$ cat src/rtl/rrc_pkg.sv
package rrc_pkg;

  typedef enum logic [1:0] {
    COLLECT_WAIT = 2'd0,
    COLLECT_SKIP = 2'd1,
    COLLECT_PRIO = 2'd2
  } collect_mode_e;

  // Width of an index able to name n sources (at least one bit).
  function automatic int unsigned rrc_idx_width(input int unsigned n);
    return (n > 1) ? $clog2(n) : 1;
  endfunction

  // Successor of a rotation index, wrapping at n.
  function automatic int unsigned rrc_wrap_next(input int unsigned cur,
                                                input int unsigned n);
    return (cur + 1 >= n) ? 0 : cur + 1;
  endfunction

endpackage

$ cat src/rtl/rrc_pointer.sv
module rrc_pointer #(
  parameter int unsigned NUM_SRC = 4,
  parameter int unsigned IDX_W   = rrc_pkg::rrc_idx_width(NUM_SRC)
) (
  input  logic             clk,
  input  logic             rst_n,
  input  logic             en,
  input  logic             step_req,
  output logic [IDX_W-1:0] ptr
);

  logic [IDX_W-1:0] ptr_next;
  logic             do_step;

  assign do_step  = en & step_req;
  assign ptr_next = IDX_W'(rrc_pkg::rrc_wrap_next(int'(ptr), NUM_SRC));

  always_ff @(posedge clk) begin
    if (!rst_n)       ptr <= '0;
    else if (do_step) ptr <= ptr_next;
  end

  // the last index wraps to zero
  a_r5_wrap_to_zero: assert property (@(posedge clk) disable iff (!rst_n)
    (do_step && ptr == IDX_W'(NUM_SRC - 1)) |=> (ptr == '0));

  // a disabled block keeps its pointer
  a_r8_frozen_when_off: assert property (@(posedge clk) disable iff (!rst_n)
    !en |=> $stable(ptr));

endmodule

$ cat src/rtl/rrc_chooser.sv
module rrc_chooser #(
  parameter int unsigned           NUM_SRC = 4,
  parameter rrc_pkg::collect_mode_e MODE   = rrc_pkg::COLLECT_WAIT,
  parameter int unsigned           IDX_W   = rrc_pkg::rrc_idx_width(NUM_SRC)
) (
  input  logic               clk,
  input  logic               rst_n,
  input  logic               en,
  input  logic [NUM_SRC-1:0] src_valid,
  input  logic               out_ready,
  output logic [IDX_W-1:0]   sel,
  output logic               sel_valid,
  output logic               sel_hs
);

  generate
    if (MODE == rrc_pkg::COLLECT_PRIO) begin : g_prio
      logic [IDX_W-1:0] win;
      logic             found;

      always_comb begin
        win   = '0;
        found = 1'b0;
        for (int i = NUM_SRC - 1; i >= 0; i--) begin
          if (src_valid[i]) begin
            win   = IDX_W'(i);
            found = 1'b1;
          end
        end
      end

      assign sel       = win;
      assign sel_valid = found;
      assign sel_hs    = en & found & out_ready;

      // nothing below the winner is valid
      a_r4_lowest_wins: assert property (@(posedge clk) disable iff (!rst_n)
        found |-> ((src_valid & ((NUM_SRC'(1) << win) - NUM_SRC'(1))) == '0));

    end else begin : g_rot
      logic [IDX_W-1:0] ptr;
      logic             cur_valid;
      logic             step_req;

      assign cur_valid = src_valid[ptr];
      assign sel       = ptr;
      assign sel_valid = cur_valid;
      assign sel_hs    = en & cur_valid & out_ready;

      if (MODE == rrc_pkg::COLLECT_SKIP) begin : g_skip
        assign step_req = sel_hs | ~cur_valid;

        // an idle source is passed over on the next cycle
        a_r3_skip_idle: assert property (@(posedge clk) disable iff (!rst_n)
          (en && !cur_valid) |=>
            (ptr == IDX_W'(rrc_pkg::rrc_wrap_next(int'($past(ptr)), NUM_SRC))));
      end else begin : g_wait
        assign step_req = sel_hs;

        // the waiting policy stays on an idle source
        a_r1_wait_on_idle: assert property (@(posedge clk) disable iff (!rst_n)
          (en && !cur_valid) |=> $stable(ptr));
      end

      rrc_pointer #(.NUM_SRC(NUM_SRC), .IDX_W(IDX_W)) u_ptr (
        .clk      (clk),
        .rst_n    (rst_n),
        .en       (en),
        .step_req (step_req),
        .ptr      (ptr)
      );

      // a stalled offer keeps the pointer in place
      a_r10_stall_holds: assert property (@(posedge clk) disable iff (!rst_n)
        (en && cur_valid && !out_ready) |=> $stable(ptr));
    end
  endgenerate

endmodule

$ cat src/rtl/rrc_mux.sv
module rrc_mux #(
  parameter int unsigned NUM_SRC = 4,
  parameter int unsigned DATA_W  = 8,
  parameter int unsigned IDX_W   = rrc_pkg::rrc_idx_width(NUM_SRC)
) (
  input  logic                      en,
  input  logic [IDX_W-1:0]          sel,
  input  logic                      sel_valid,
  input  logic                      out_ready,
  input  logic [NUM_SRC*DATA_W-1:0] src_data,
  output logic                      out_valid,
  output logic [DATA_W-1:0]         out_data,
  output logic [NUM_SRC-1:0]        src_ready
);

  logic [DATA_W-1:0] lanes [NUM_SRC];
  logic              pass_ready;

  assign pass_ready = en & out_ready;

  generate
    for (genvar g = 0; g < NUM_SRC; g++) begin : g_lane
      assign lanes[g]     = src_data[g*DATA_W +: DATA_W];
      assign src_ready[g] = pass_ready & (sel == IDX_W'(g));
    end
  endgenerate

  assign out_data  = lanes[sel];
  assign out_valid = en & sel_valid;

endmodule

$ cat src/rtl/rr_stream_collector.sv
module rr_stream_collector #(
  parameter int unsigned            NUM_SRC = 4,
  parameter int unsigned            DATA_W  = 8,
  parameter rrc_pkg::collect_mode_e MODE    = rrc_pkg::COLLECT_WAIT
) (
  input  logic                      clk,
  input  logic                      rst_n,
  input  logic                      en,
  input  logic [NUM_SRC-1:0]        src_valid,
  input  logic [NUM_SRC*DATA_W-1:0] src_data,
  output logic [NUM_SRC-1:0]        src_ready,
  output logic                      out_valid,
  output logic [DATA_W-1:0]         out_data,
  input  logic                      out_ready
);

  localparam int unsigned IDX_W = rrc_pkg::rrc_idx_width(NUM_SRC);

  logic [IDX_W-1:0] sel;
  logic             sel_valid;
  logic             sel_hs;

  rrc_chooser #(.NUM_SRC(NUM_SRC), .MODE(MODE), .IDX_W(IDX_W)) u_choose (
    .clk       (clk),
    .rst_n     (rst_n),
    .en        (en),
    .src_valid (src_valid),
    .out_ready (out_ready),
    .sel       (sel),
    .sel_valid (sel_valid),
    .sel_hs    (sel_hs)
  );

  rrc_mux #(.NUM_SRC(NUM_SRC), .DATA_W(DATA_W), .IDX_W(IDX_W)) u_mux (
    .en        (en),
    .sel       (sel),
    .sel_valid (sel_valid),
    .out_ready (out_ready),
    .src_data  (src_data),
    .out_valid (out_valid),
    .out_data  (out_data),
    .src_ready (src_ready)
  );

  // the ready goes back to one source at most
  a_r6_single_ready: assert property (@(posedge clk) disable iff (!rst_n)
    $onehot0(src_ready));

  // a disabled block offers nothing and accepts nothing
  a_r8_quiet_when_off: assert property (@(posedge clk) disable iff (!rst_n)
    !en |-> (!out_valid && src_ready == '0));

  // the accepting source is the one the chooser reports
  a_r9_hs_source: assert property (@(posedge clk) disable iff (!rst_n)
    sel_hs |-> (out_valid && src_ready[sel]));

endmodule

$ cat config.mk
export PLATFORM = sky130hd
export DESIGN_NAME = rr_stream_collector
export DESIGN_NICKNAME = d
export VERILOG_FILES = /design/src/rtl/rrc_pkg.sv /design/src/rtl/rrc_pointer.sv /design/src/rtl/rrc_chooser.sv /design/src/rtl/rrc_mux.sv /design/src/rtl/rr_stream_collector.sv
export SDC_FILE = /design/constraint.sdc
export NUM_CORES = 1
export LEC_CHECK = 0
export BUFFER_PORTS_ARGS = -buffer_cell sky130_fd_sc_hd__buf_2
export CELL_PAD_IN_SITES_DETAIL_PLACEMENT = 1
export CELL_PAD_IN_SITES_GLOBAL_PLACEMENT = 2
export CORE_MARGIN = 1.5
export CORE_UTILIZATION = 15
export CTS_CLUSTER_DIAMETER = 150
export DETAILED_ROUTE_END_ITERATION = 8
export HOLD_SLACK_MARGIN = 0.02
export PLACE_DENSITY_LB_ADDON = 0.25
export SLEW_MARGIN = 20
export SYNTH_ARGS = -nofsm -noshare
export SYNTH_HDL_FRONTEND = slang
export SYNTH_SLANG_ARGS = --single-unit
export TNS_END_PERCENT = 1
$ cat constraint.sdc
create_clock -name clk -period 1.5 [get_ports clk]
set_input_delay 0.15 -clock clk [delete_from_list [all_inputs] [get_ports clk]]
set_output_delay 0.15 -clock clk [all_outputs]
set_load 0.005 [all_outputs]
Word level (Yosys, flattened, before mapping)
Cells that the tools add are included.
W data, S select, Z words.
{"block": "classes", "n_eq_ne": 3, "n_mux": 6, "bitwise": 9, "order_cmp": 3, "addsub": 1, "reduce_logical": 1}
{"cell": "$bmux W8 S2", "count": 1}
{"cell": "$mux W8", "count": 2}
{"cell": "$and A1 B1 Y1", "count": 8}
{"cell": "$ge A3 B3 Y1 const B", "count": 2}
{"cell": "$eq A2 B2 Y1 const B", "count": 2}
{"cell": "$add A2 B1 Y3 const B", "count": 1}
{"cell": "$lt A2 B3 Y1 const B", "count": 1}
{"cell": "$not A2 Y3", "count": 1}
{"cell": "$bmux W1 S2", "count": 1}
{"cell": "$eq A2 B1 Y1 const B", "count": 1}
{"cell": "$logic_not A2 Y1", "count": 1}
{"cell": "$mux W2", "count": 1}
{"cell": "$mux W1", "count": 1}
{"block": "word_totals", "word_cells": 24, "input_bits": 40, "out_inout_bits": 13, "register_bits": 2}

Depth between registers and ports, before layout
Gate-level depths: netlist of the first run.
{"block": "logic_depth", "depth_word": 5, "ltp_mapped": 5}

By module
Synthesis of the first run repeated with hierarchy kept, for this count alone.
{"block": "unflattened", "cells_unflattened": 26, "hier_area_um2": 385.4}
{"mod": "rrc_mux", "instances": 1, "cells_each": 15, "seq_area_each_um2": 0.0, "area_per_inst_um2": 255.2}
{"mod": "rrc_pointer", "instances": 1, "cells_each": 9, "seq_area_each_um2": 40.0, "area_per_inst_um2": 101.3}
{"mod": "rrc_chooser", "instances": 1, "cells_each": 2, "seq_area_each_um2": 0.0, "area_per_inst_um2": 28.8}

Worst setup path after synthesis of the first run
OpenSTA, ideal clock, no wires.
{"block": "synth_path", "kind": "reg-to-output", "from": "reg u_choose.g_rot.u_ptr.ptr[0]", "to": "out out_data[0]", "required_time_ns": 1.350, "arrival_ns": 1.050, "setup_slack_ns": 0.300, "path_buffers": 1, "stages_incl_launch_ff": 3, "path_cell_list": "dfxtp_1 > buf_6 > mux4_2"}
{"block": "synth_via", "elab_chain_cells": 4}
{"item": "start: declaration", "line_no": "rrc_pointer.sv:9", "text": "output logic [IDX_W-1:0] ptr"}
{"item": "start signal: assignment", "line_no": "rrc_pointer.sv:20", "text": "else if (do_step) ptr <= ptr_next;"}
{"item": "$not A2 Y3 (not written as such)", "line_no": "rrc_mux.sv:28", "text": "assign out_data = lanes[sel];"}
{"item": "$bmux W8 S2", "line_no": "rrc_mux.sv:28"}
{"item": "$mux W8 (not written as such) (2 in a row)", "line_no": "rrc_mux.sv:28"}
{"item": "end: declaration", "line_no": "rr_stream_collector.sv:13", "text": "output logic [DATA_W-1:0] out_data,"}
No other way between the ends. The select of a mux whose other input is x is not followed.

Worst setup path after layout of the first run
{"block": "layout_path", "from": "reg u_choose.g_rot.u_ptr.ptr[0]", "to": "out out_data[3]"}
Same word-level chain as after synthesis.

==> flow_summary.toml, run 1 <==
[routing]
ant_nets = 0
vias = 540
vias_per_cell = 4.390
dr.pass1.iters = 4
wl_per_cell_um = 12.88
drc = 0
wl_mm = 1.584
drt_iter0_markers = 13

[grt]
grt_pass1_vias = 552
grt-ovfl-total = 0
antenna_found_initial = 0
track_usage_pct = 9.172
grt_first_pass_wirelength_mm = 2.346
grt_max_degree = 9

[pwr]
peakVddDrop_v = 0.0002827
p_int_uw = 246.4
combPwrFrac_pct = 47.1
power_leakage_nw = 0.4129
p_seq_share_pct = 17.5
switching_power_uw = 89.88
powerDensity_nw_per_um2 = 428.7
power.total_uw = 336.3
clkPwrFrac_pct = 35.4
switching_share_pct = 26.72

[floorplanning]
io_pins = 53
dieArea_sq_um = 3244
rows = 19
fp.coreArea_sq_um = 2758
initial_core_util_pct = 15.83
chipHeight_um = 56.96
die_w_um = 56.96

[cells_and_area]
layout-area-overhead-vs-synth_pct = 79.66
largest-register = "u_choose.g_rot.u_ptr.ptr"
drive_gt1_share_pct = 80.43
final_area_sq_um = 784.5
final_nets = 138
largest_register_ffs = 2
fillerInstances = 335
top_regs = "u_choose.g_rot.u_ptr.ptr: 2 flops"
diodes = 0
fin_util_pct = 28.45
finalNonFillerCells = 123

[sta]
drv_slew = 0
max-slew-margin-rel_pct = 88.58
worst_slack_ns = 0.001141
hold_viol_final = 0
worst_clock_skew_ns = 0.002761
rsz0062_at_grt = "yes"
fin_crit_ns = 1.499
period_share_pct = 99.92
tightest_slew_ns = 0.1712
setup_viol = 0
fmaxAchievable_ghz = 0.6672

[min_path]
holdPathStages = 3
worstHoldStart = "rst_n"
min-delay-path-class = "input pin to flop"

[clocking]
cts_buffers = 3
clk_latency_ns = 0.22
cts_root_buf = "clkbuf_4"
cts_tree = "built"
clock-sinks = 2
cts_htree_levels = 1
clk_pin_slew_worst_paths_ns = 0.03
cts_buffer_depth = 2
hold_buffers = 0

[place]
gp_congestion = 0.7231
place_area_sq_um = 754.5
portBuffers = 52
place_hpwl_mm = 1.386
dp_cells = 120
place_ws_ns = 0.1714

[synthesis]
synth_top_cell_by_area = "mux4_2"
ys_seq_area_share_pct = 9.169
ys_seq_elements = 2
synth_cell_types = 16
synthTopCellsByArea = "mux4_2 41%, ha_1 11%, dfxtp_1 9.2%"
syn_nets = 80
synth_top_area_share_pct = 41.26
syn_inst = 36
yosys_warnings = 0
synth.cell_area_sq_um = 436.7
syn_avg_cell_area_sq_um = 12.13

[worst_setup_path]
startpoint = "u_choose.g_rot.u_ptr.ptr[0]"
arrival_ns = 1.35
crit_path_max_incr_delay_ns = 0.50
cp_cell_sequence = "buf_12, mux4_2, buf_2"
cp-end-kind = "output pin"
setup.worst_path.start_class = "flop"
crit_family = "multiplexers"
crit_cells = 3
path_class = "flop to output pin"
critPathRequiredTime_ns = 1.35
reg2reg_depth = 3
critPathBufInv = 2
cp_max_fo = 8
slowest_stage = "mux4_2"
r2r_start = "u_choose.g_rot.u_ptr.ptr[1]"

[run_status]
outcome = "finished, final reports clean"

[run]
max-cap-violations = 0
-- synth_stat cells (all sizes together) --
cell type and instances:
nor2 2, nand2 2, mux2i 1, mux4 8
and3 5, a22oi 1, and3b 1, buf 2
mux2 2, ha 4, dfxtp 2, inv 3
nor3b 1, nand4b 1, a221oi 1
-- power by group through the flow --
stage / clock network, mW / logic, mW / registers [mW]
6_report: 0.119 / 0.158 / 0.0588
5_1_grt: 0.131 / 0.175 / 0.0591
4_1_cts: 0.127 / 0.161 / 0.0589
3_5_place_dp: 0 / 0.160 / 0.0592
3_3_place_gp: 0 / 0.159 / 0.0593
2_1_floorplan: 0 / 0.0713 / 0.0586
-- metrics by stage --
stage,hold WS (ns),setup TNS (ns)
final,0.1719,0
after global routing,0.1883,-0.2120
after CTS,0.1684,-0.03692
after detailed placement,0.4142,0
after global placement,0.4115,0
after floorplan,0.2756,0
-- tightest hold or removal path, delay by kind of cell --
family	cells	cell delay, ns
compound gates	1	0.03
buf+inv	2	0.17
-- repair_timing --
item | CTS | global route
resized for setup | 2 | 2
setup endpoints to repair | 11 | 11
gates cloned | 0 | 0
setup buffers | 0 | 0
pin swaps | 0 | 0
-- final timing paths --
kind                                  to  slack (ns)
min reg2reg  u_choose.g_rot.u_ptr.ptr[1]        0.52
max                          out_data[3]       0.001
max reg2reg  u_choose.g_rot.u_ptr.ptr[1]        0.32
min          u_choose.g_rot.u_ptr.ptr[0]        0.17
-- cells in the final DEF (no fill, tap or decap), drive strengths merged --
cell type and n:
mux2i 1, ha 4, dfxtp 2, inv 3, nor3b 1, and3b 1, nand2 2, a22oi 1
mux2 2, nand4b 1, buf 55, mux4 8, nor2 2, and3 5, clkbuf 3, a221oi 1
-- cell families (layout without fill, tap and decap cells) --
| logic type | after synthesis | count (layout) | share of synthesized area [%] |
|---|---|---|---|
| simple gates | 12 | 12 | 16.34 |
| fa+ha+maj | 4 | 4 | 11.46 |
| mux | 11 | 11 | 50.43 |
| flops | 2 | 2 | 9.169 |
| buf+inv | 5 | 61 | 6.302 |
| compound gates | 2 | 2 | 6.302 |
-- metal layers --
| layer | vias to the layer above | wire length, um | GRT usage, % |
|---|---|---|---|
| li1 | 257 | - | - |
| met3 | 0 | 242 | 3.628 |
| met1 | 241 | 538 | 9.129 |
| met2 | 42 | 803 | 16.75 |
| met4 | 0 | 0 | 3.987 |
| met5 | - | 0 | 0 |
-- layout make-up --
class                      instances  area [sq um]  area share [%]
multi-input combinational         29         374.1           47.69
timing repair buffer              55         295.3           37.64
sequential                         2         42.54           5.423
tap                               31         38.79           4.944
clock buffer                       3         22.52           2.871
inverter                           3         11.26           1.435
Note: power is estimated with default switching activity, not from simulation.
==> run 2: changes to the inputs <==
--- a/config.mk
+++ b/config.mk
@@ -8,10 +8,12 @@
 export BUFFER_PORTS_ARGS = -buffer_cell sky130_fd_sc_hd__buf_2
 export CELL_PAD_IN_SITES_DETAIL_PLACEMENT = 1
 export CELL_PAD_IN_SITES_GLOBAL_PLACEMENT = 2
+export CORE_ASPECT_RATIO = 1.5
 export CORE_MARGIN = 1.5
 export CORE_UTILIZATION = 15
 export CTS_CLUSTER_DIAMETER = 150
 export DETAILED_ROUTE_END_ITERATION = 8
+export GPL_TIMING_DRIVEN = 0
 export HOLD_SLACK_MARGIN = 0.02
 export PLACE_DENSITY_LB_ADDON = 0.25
 export SLEW_MARGIN = 20
==> run 2 against run 1 <==
Effect of this change:
- fmax grew 0.28%
- sequential power is essentially flat
- core utilization grew 1.5 points
- count of clock-buffer cells in the layout is the same
- non-clock buffer count grew 1
- flip-flop and latch count is the same
- first-iteration DRC count shrank 92%
- critical endpoint is now out_data[1]
==> flow_summary.toml, run 2 (synthesized netlist as in run 1, its figures left out) <==
[sta]
period_share_pct = 99.64
fmaxAchievable_ghz = 0.6691
drv_slew = 0
setup_viol = 0
hold_ws_ns = 0.1985
fin_crit_ns = 1.495
worst_clock_skew_ns = 0.001089
rsz0062_at_grt = "yes"
max-slew-margin-rel_pct = 88.04
worst_slack_ns = 0.005371
final.setup.tns_ns = 0
tightest_slew_ns = 0.1794
hold_viol_final = 0

[pwr]
switching_share_pct = 23.30
powerDensity_nw_per_um2 = 521.4
combPwrFrac_pct = 37.2
clkPwrFrac_pct = 49.0
switching_power_uw = 99.38
p_seq_share_pct = 13.8
peakVddDrop_v = 0.0006475
p_int_uw = 327.2
power_leakage_nw = 0.4241

[routing]
met2WireLength_mm = 1.047
drt_iter0_markers = 1
met1Wirelength_um = 499
vias_per_cell = 4.215
wl_met3_um = 91
wl_mm = 1.638
vias = 548
wl_per_cell_um = 12.60
dr.max_layer_used = "met3"
drc = 0
dr.pass1.iters = 4
ant_nets = 0

[cells_and_area]
final_area_sq_um = 818.3
final_common_cell = "buf_2"
layout-area-overhead-vs-synth_pct = 87.39
final_nets = 139
largest-register = "u_choose.g_rot.u_ptr.ptr"
drive_gt1_share_pct = 78.49
top_regs = "u_choose.g_rot.u_ptr.ptr: 2 flops"
diodes = 0
layout_common_cells = "52 x buf_2, 8 x mux4_2, 5 x and3_1, 4 x ha_1"
finalNonFillerCells = 130
largest_register_ffs = 2

[grt]
antenna_found_initial = 0
grt-ovfl-total = 0
track_usage_pct = 10.35
grt_first_pass_wirelength_mm = 2.553
grt_pass1_vias = 622
grt_max_degree = 11

[clocking]
clock-sinks = 2
clk_latency_ns = 0.21
cts_tree = "built"
cts_root_buf = "clkbuf_8"
clk_pin_slew_worst_paths_ns = 0.03
hold_buffers = 0
cts_buffer_depth = 2
cts_htree_levels = 1
cts_buffers = 3

[worst_setup_path]
cp_cell_sequence = "buf_8, mux4_2, buf_2"
slowest_stage = "mux4_2"
crit_path_max_incr_delay_ns = 0.50
rr_endpoint = "u_choose.g_rot.u_ptr.ptr[0]"
r2r_start = "u_choose.g_rot.u_ptr.ptr[0]"
setup.worst_path.start_class = "flop"
crit_cells = 3
arrival_ns = 1.34
endpoint = "out_data[1]"
cp_max_fo = 5
crit_family = "multiplexers"
startpoint = "u_choose.g_rot.u_ptr.ptr[0]"
path_class = "flop to output pin"
reg2reg_depth = 4
critPathBufInv = 2
cp-end-kind = "output pin"
r2r_setup_slack_ns = 0.32
critPathRequiredTime_ns = 1.35

[floorplanning]
fp.coreArea_sq_um = 2734
rows = 23
initial_core_util_pct = 15.97
die_w_um = 47.06
io_pins = 53
chipHeight_um = 69.08
dieArea_sq_um = 3251

[run]
max-cap-violations = 0

[place]
portBuffers = 52
place_ws_ns = 0.03237
gp_congestion = 0.6280
dp_cells = 125
place_hpwl_mm = 1.365
place_area_sq_um = 743.2

[min_path]
min-delay-path-class = "input pin to flop"

[run_status]
outcome = "finished, final reports clean"
run 2: worst register-to-register path, cell delays in order (launching register included):
cell and delay (ns):
dfxtp_4 0.35, buf_4 0.14, ha_1 0.19, nand4b_1 0.18, a221oi_2 0.22
run 2: how the worst min path moves through the flow:
stage,start,endpoint,cells past startpoint
3_3_place_gp,rst_n,u_choose.g_rot.u_ptr.ptr[0],3
3_5_place_dp,rst_n,u_choose.g_rot.u_ptr.ptr[0],3
6_report,rst_n,u_choose.g_rot.u_ptr.ptr[0],3
4_1_cts,rst_n,u_choose.g_rot.u_ptr.ptr[0],3
5_1_grt,rst_n,u_choose.g_rot.u_ptr.ptr[0],3
2_1_floorplan,rst_n,u_choose.g_rot.u_ptr.ptr[0],2
run 2: power by group through the flow:
| stage | logic, mW | clock network, mW | registers, mW |
|---|---|---|---|
| floorplan | 0.0713 | 0 | 0.0586 |
| global placement | 0.150 | 0 | 0.0595 |
| detailed placement | 0.155 | 0 | 0.0595 |
| CTS | 0.160 | 0.218 | 0.0593 |
| global route | 0.178 | 0.222 | 0.0595 |
| finish | 0.159 | 0.209 | 0.0590 |
run 2: final cells by class:
cell class                 instances  area [sq um]
buffer                             2         26.28
clock buffer                       3         41.29
fill                             346          1916
inverter                           3         11.26
multi-input combinational         29         369.1
sequential                         2         45.04
tap                               37         46.29
timing repair buffer              54         279.0
run 2: per-layer routing:
metal / vias to the layer above / global-route usage [%]
met3: 0 / 1.047
met1: 263 / 8.800
li1: 261 / -
met4: 0 / 2.778
met2: 24 / 21.77
met5: - / 0
run 2: repair_timing:
item                                    4_1_cts  5_1_grt
gates resized for setup                       7        1
buffers inserted                              0        1
endpoints found under the setup margin       11       10
cloned                                        1        0
run 2: metrics by stage:
step	total power, mW	util (%)
floorplan	0.1299	-
global placement	0.2096	27.19
detailed placement	0.2148	27.19
CTS	0.4367	29.52
global route	0.4592	29.93
finish	0.4266	29.93
==> run 3: changes to the inputs <==
--- a/config.mk
+++ b/config.mk
@@ -10,7 +10,7 @@
 export CELL_PAD_IN_SITES_GLOBAL_PLACEMENT = 2
 export CORE_ASPECT_RATIO = 1.5
 export CORE_MARGIN = 1.5
-export CORE_UTILIZATION = 15
+export CORE_UTILIZATION = 14
 export CTS_CLUSTER_DIAMETER = 150
 export DETAILED_ROUTE_END_ITERATION = 8
 export GPL_TIMING_DRIVEN = 0
@@ -19,5 +19,6 @@
 export SLEW_MARGIN = 20
 export SYNTH_ARGS = -nofsm -noshare
 export SYNTH_HDL_FRONTEND = slang
+export SYNTH_HIERARCHICAL = 1
 export SYNTH_SLANG_ARGS = --single-unit
 export TNS_END_PERCENT = 1
==> run 3 against run 2 <==
Effect of this change:
- clock power increased by 9%
- register-to-register slack worse by 0.37 ns
- critical path type unchanged
- the flow now finishes with violations (setup timing)
- synthesized cell count down 28%
- count of clock-buffer cells in the layout grew 1
- synthesized area fell by 12%
==> flow_summary.toml, run 3 <==
[run_status]
outcome = "finished, violations left"
violations = "setup timing"

[worst_setup_path]
cp_cell_sequence = "buf_12, mux4_2, buf_2"
slowest_stage = "mux4_2"
cp_max_fo = 8
crit_family = "multiplexers"
arrival_ns = 1.40
cp-end-kind = "output pin"
setup.worst_path.start_class = "flop"
r2r_setup_slack_ns = -0.05
crit_path_max_incr_delay_ns = 0.52
path_class = "flop to output pin"
critPathBufInv = 2
critPathRequiredTime_ns = 1.35

[cells_and_area]
final_nets = 129
largest_register_ffs = 2
final_common_cell = "buf_2"
drive_gt1_share_pct = 87.36
layout_common_cells = "52 x buf_2, 7 x mux4_2, 6 x buf_4, 3 x clkbuf_8"
diodes = 0
largest-register = "u_choose/g_rot.u_ptr/ptr"
layout-area-overhead-vs-synth_pct = 107.1
fillerInstances = 327
finalNonFillerCells = 124
top_regs = "u_choose/g_rot.u_ptr/ptr: 2 flops"

[routing]
vias_per_cell = 4.347
dr.pass1.iters = 2
ant_nets = 0
wl_per_cell_um = 14.11
wl_mm = 1.750
drc = 0
vias = 539
drt_iter0_markers = 4

[grt]
antenna_found_initial = 0
grt_pass1_vias = 596
grt_first_pass_wirelength_mm = 2.477
grt-ovfl-total = 0
grt_max_degree = 11
track_usage_pct = 12.02

[pwr]
powerDensity_nw_per_um2 = 518.2
power_leakage_nw = 0.4029
peakVddDrop_v = 0.0004126
power.total_uw = 413.7

[floorplanning]
rows = 23
chipHeight_um = 67.26
fp.coreArea_sq_um = 2648
dieArea_sq_um = 3083
io_pins = 53
die_w_um = 45.84
initial_core_util_pct = 14.56

[synthesis]
synthTopCellsByArea = "mux4_2 41%, mux4_1 14%, dfxtp_1 10%"
synth.most_common_cell = "mux4_2"
synth_top_family_by_area = "multiplexers"
synth.cell_area_sq_um = 385.4
syn_avg_cell_area_sq_um = 14.82
synth_top_area_share_pct = 40.91
syn_inst = 26
synth-compound-area-share_pct = 7.792
synthFlopType = "dfxtp_1"
synthSimpleGateAreaFrac_pct = 19.81
synth_top_cell_by_area = "mux4_2"
synthArstFlopShare_pct = 0
yosys-mux-area-fraction_pct = 54.55
synth_edf_count = 0
synth_xor_area_share_pct = 0
ys_seq_elements = 2
syn_nets = 67
yosys_warnings = 6
synth_cell_types = 14
synthAdderAreaFrac_pct = 3.247
ys_seq_area_share_pct = 10.39

[clocking]
cts_buffers = 3
clk_latency_ns = 0.21
cts_htree_levels = 1
clk_pin_slew_worst_paths_ns = 0.03
cts_buffer_depth = 2
clock-sinks = 2
cts_tree = "built"
hold_buffers = 0
cts_root_buf = "clkbuf_8"

[sta]
drv_slew = 0
max-slew-margin-rel_pct = 86.39
hold_viol_final = 0
worst_slack_ns = -0.05261
hold_ws_ns = 0.1659
fin_crit_ns = 1.553
worst_clock_skew_ns = 0.002089
tightest_slew_ns = 0.2038
fmaxAchievable_ghz = 0.6441
period_share_pct = 103.5
rsz0062_at_grt = "yes"
setup_viol = 9

[min_path]
min-delay-path-class = "input pin to flop"

[place]
place_ws_ns = -0.08268
dp_cells = 115
gp_congestion = 0.6313
portBuffers = 52

[run]
max-cap-violations = 0
[run 3: kinds of logic after synthesis]
family,Yosys count
adder cells (fa/ha/maj),1
AND/OR/NAND/NOR,8
flip-flops,2
multiplexers,9
buffers and inverters,2
AO/OA/AOI/OAI,4
[run 3: final timing paths]
check,startpoint,to,cells after the start
max reg2reg,u_choose/g_rot.u_ptr/ptr[0],u_choose/g_rot.u_ptr/ptr[0],4
max,u_choose/g_rot.u_ptr/ptr[0],out_data[3],3
min reg2reg,u_choose/g_rot.u_ptr/ptr[1],u_choose/g_rot.u_ptr/ptr[1],2
min,rst_n,u_choose/g_rot.u_ptr/ptr[0],2
[run 3: final cells by class]
class	count	area (sq um)	area share, %
Buffer	2	27.53	3.448
Multi-Input combinational cell	22	337.8	42.32
Timing Repair Buffer	57	297.8	37.30
Tap cell	37	46.29	5.799
Clock buffer	4	45.04	5.643
Sequential cell	2	43.79	5.486
[run 3: power breakdown]
part	switching [mW]	internal, mW	total (mW)
Sequential	0.00249	0.0537	0.0562
Clock	0.0475	0.181	0.228
Combinational	0.0415	0.0878	0.129
Total	0.0915	0.322	0.414
[run 3: through the flow]
step / setup TNS [ns] / util, % / area, sq um
global route: -0.6903 / 30.15 / 798.3
global placement: -0.08187 / 26.47 / 700.7
floorplan: 0 / - / 394.1
CTS: -0.3322 / 30.01 / 794.5
finish: -0.2035 / 30.15 / 798.3
detailed placement: -0.1147 / 26.47 / 700.7
[run 3: what timing repair did]
action,in CTS,in global routing
resized for setup,4,2
endpoints found under the setup margin,10,10
pin swaps,3,0
setup buffers,5,0
[run 3: per-layer routing]
layer	global-route usage, %	vias up	share of wire (%)
li1	-	243	-
met1	8.266	241	32
met2	25.53	51	54
met3	2.674	4	12
met4	7.500	0	1.9
met5	0	-	0
[run 3: worst register-to-register path, stage by stage (launching register included)]
cell and delay (ns):
dfxtp_4 0.38, mux4_2 0.52, and3_4 0.17, and4bb_1 0.20, o21a_1 0.16
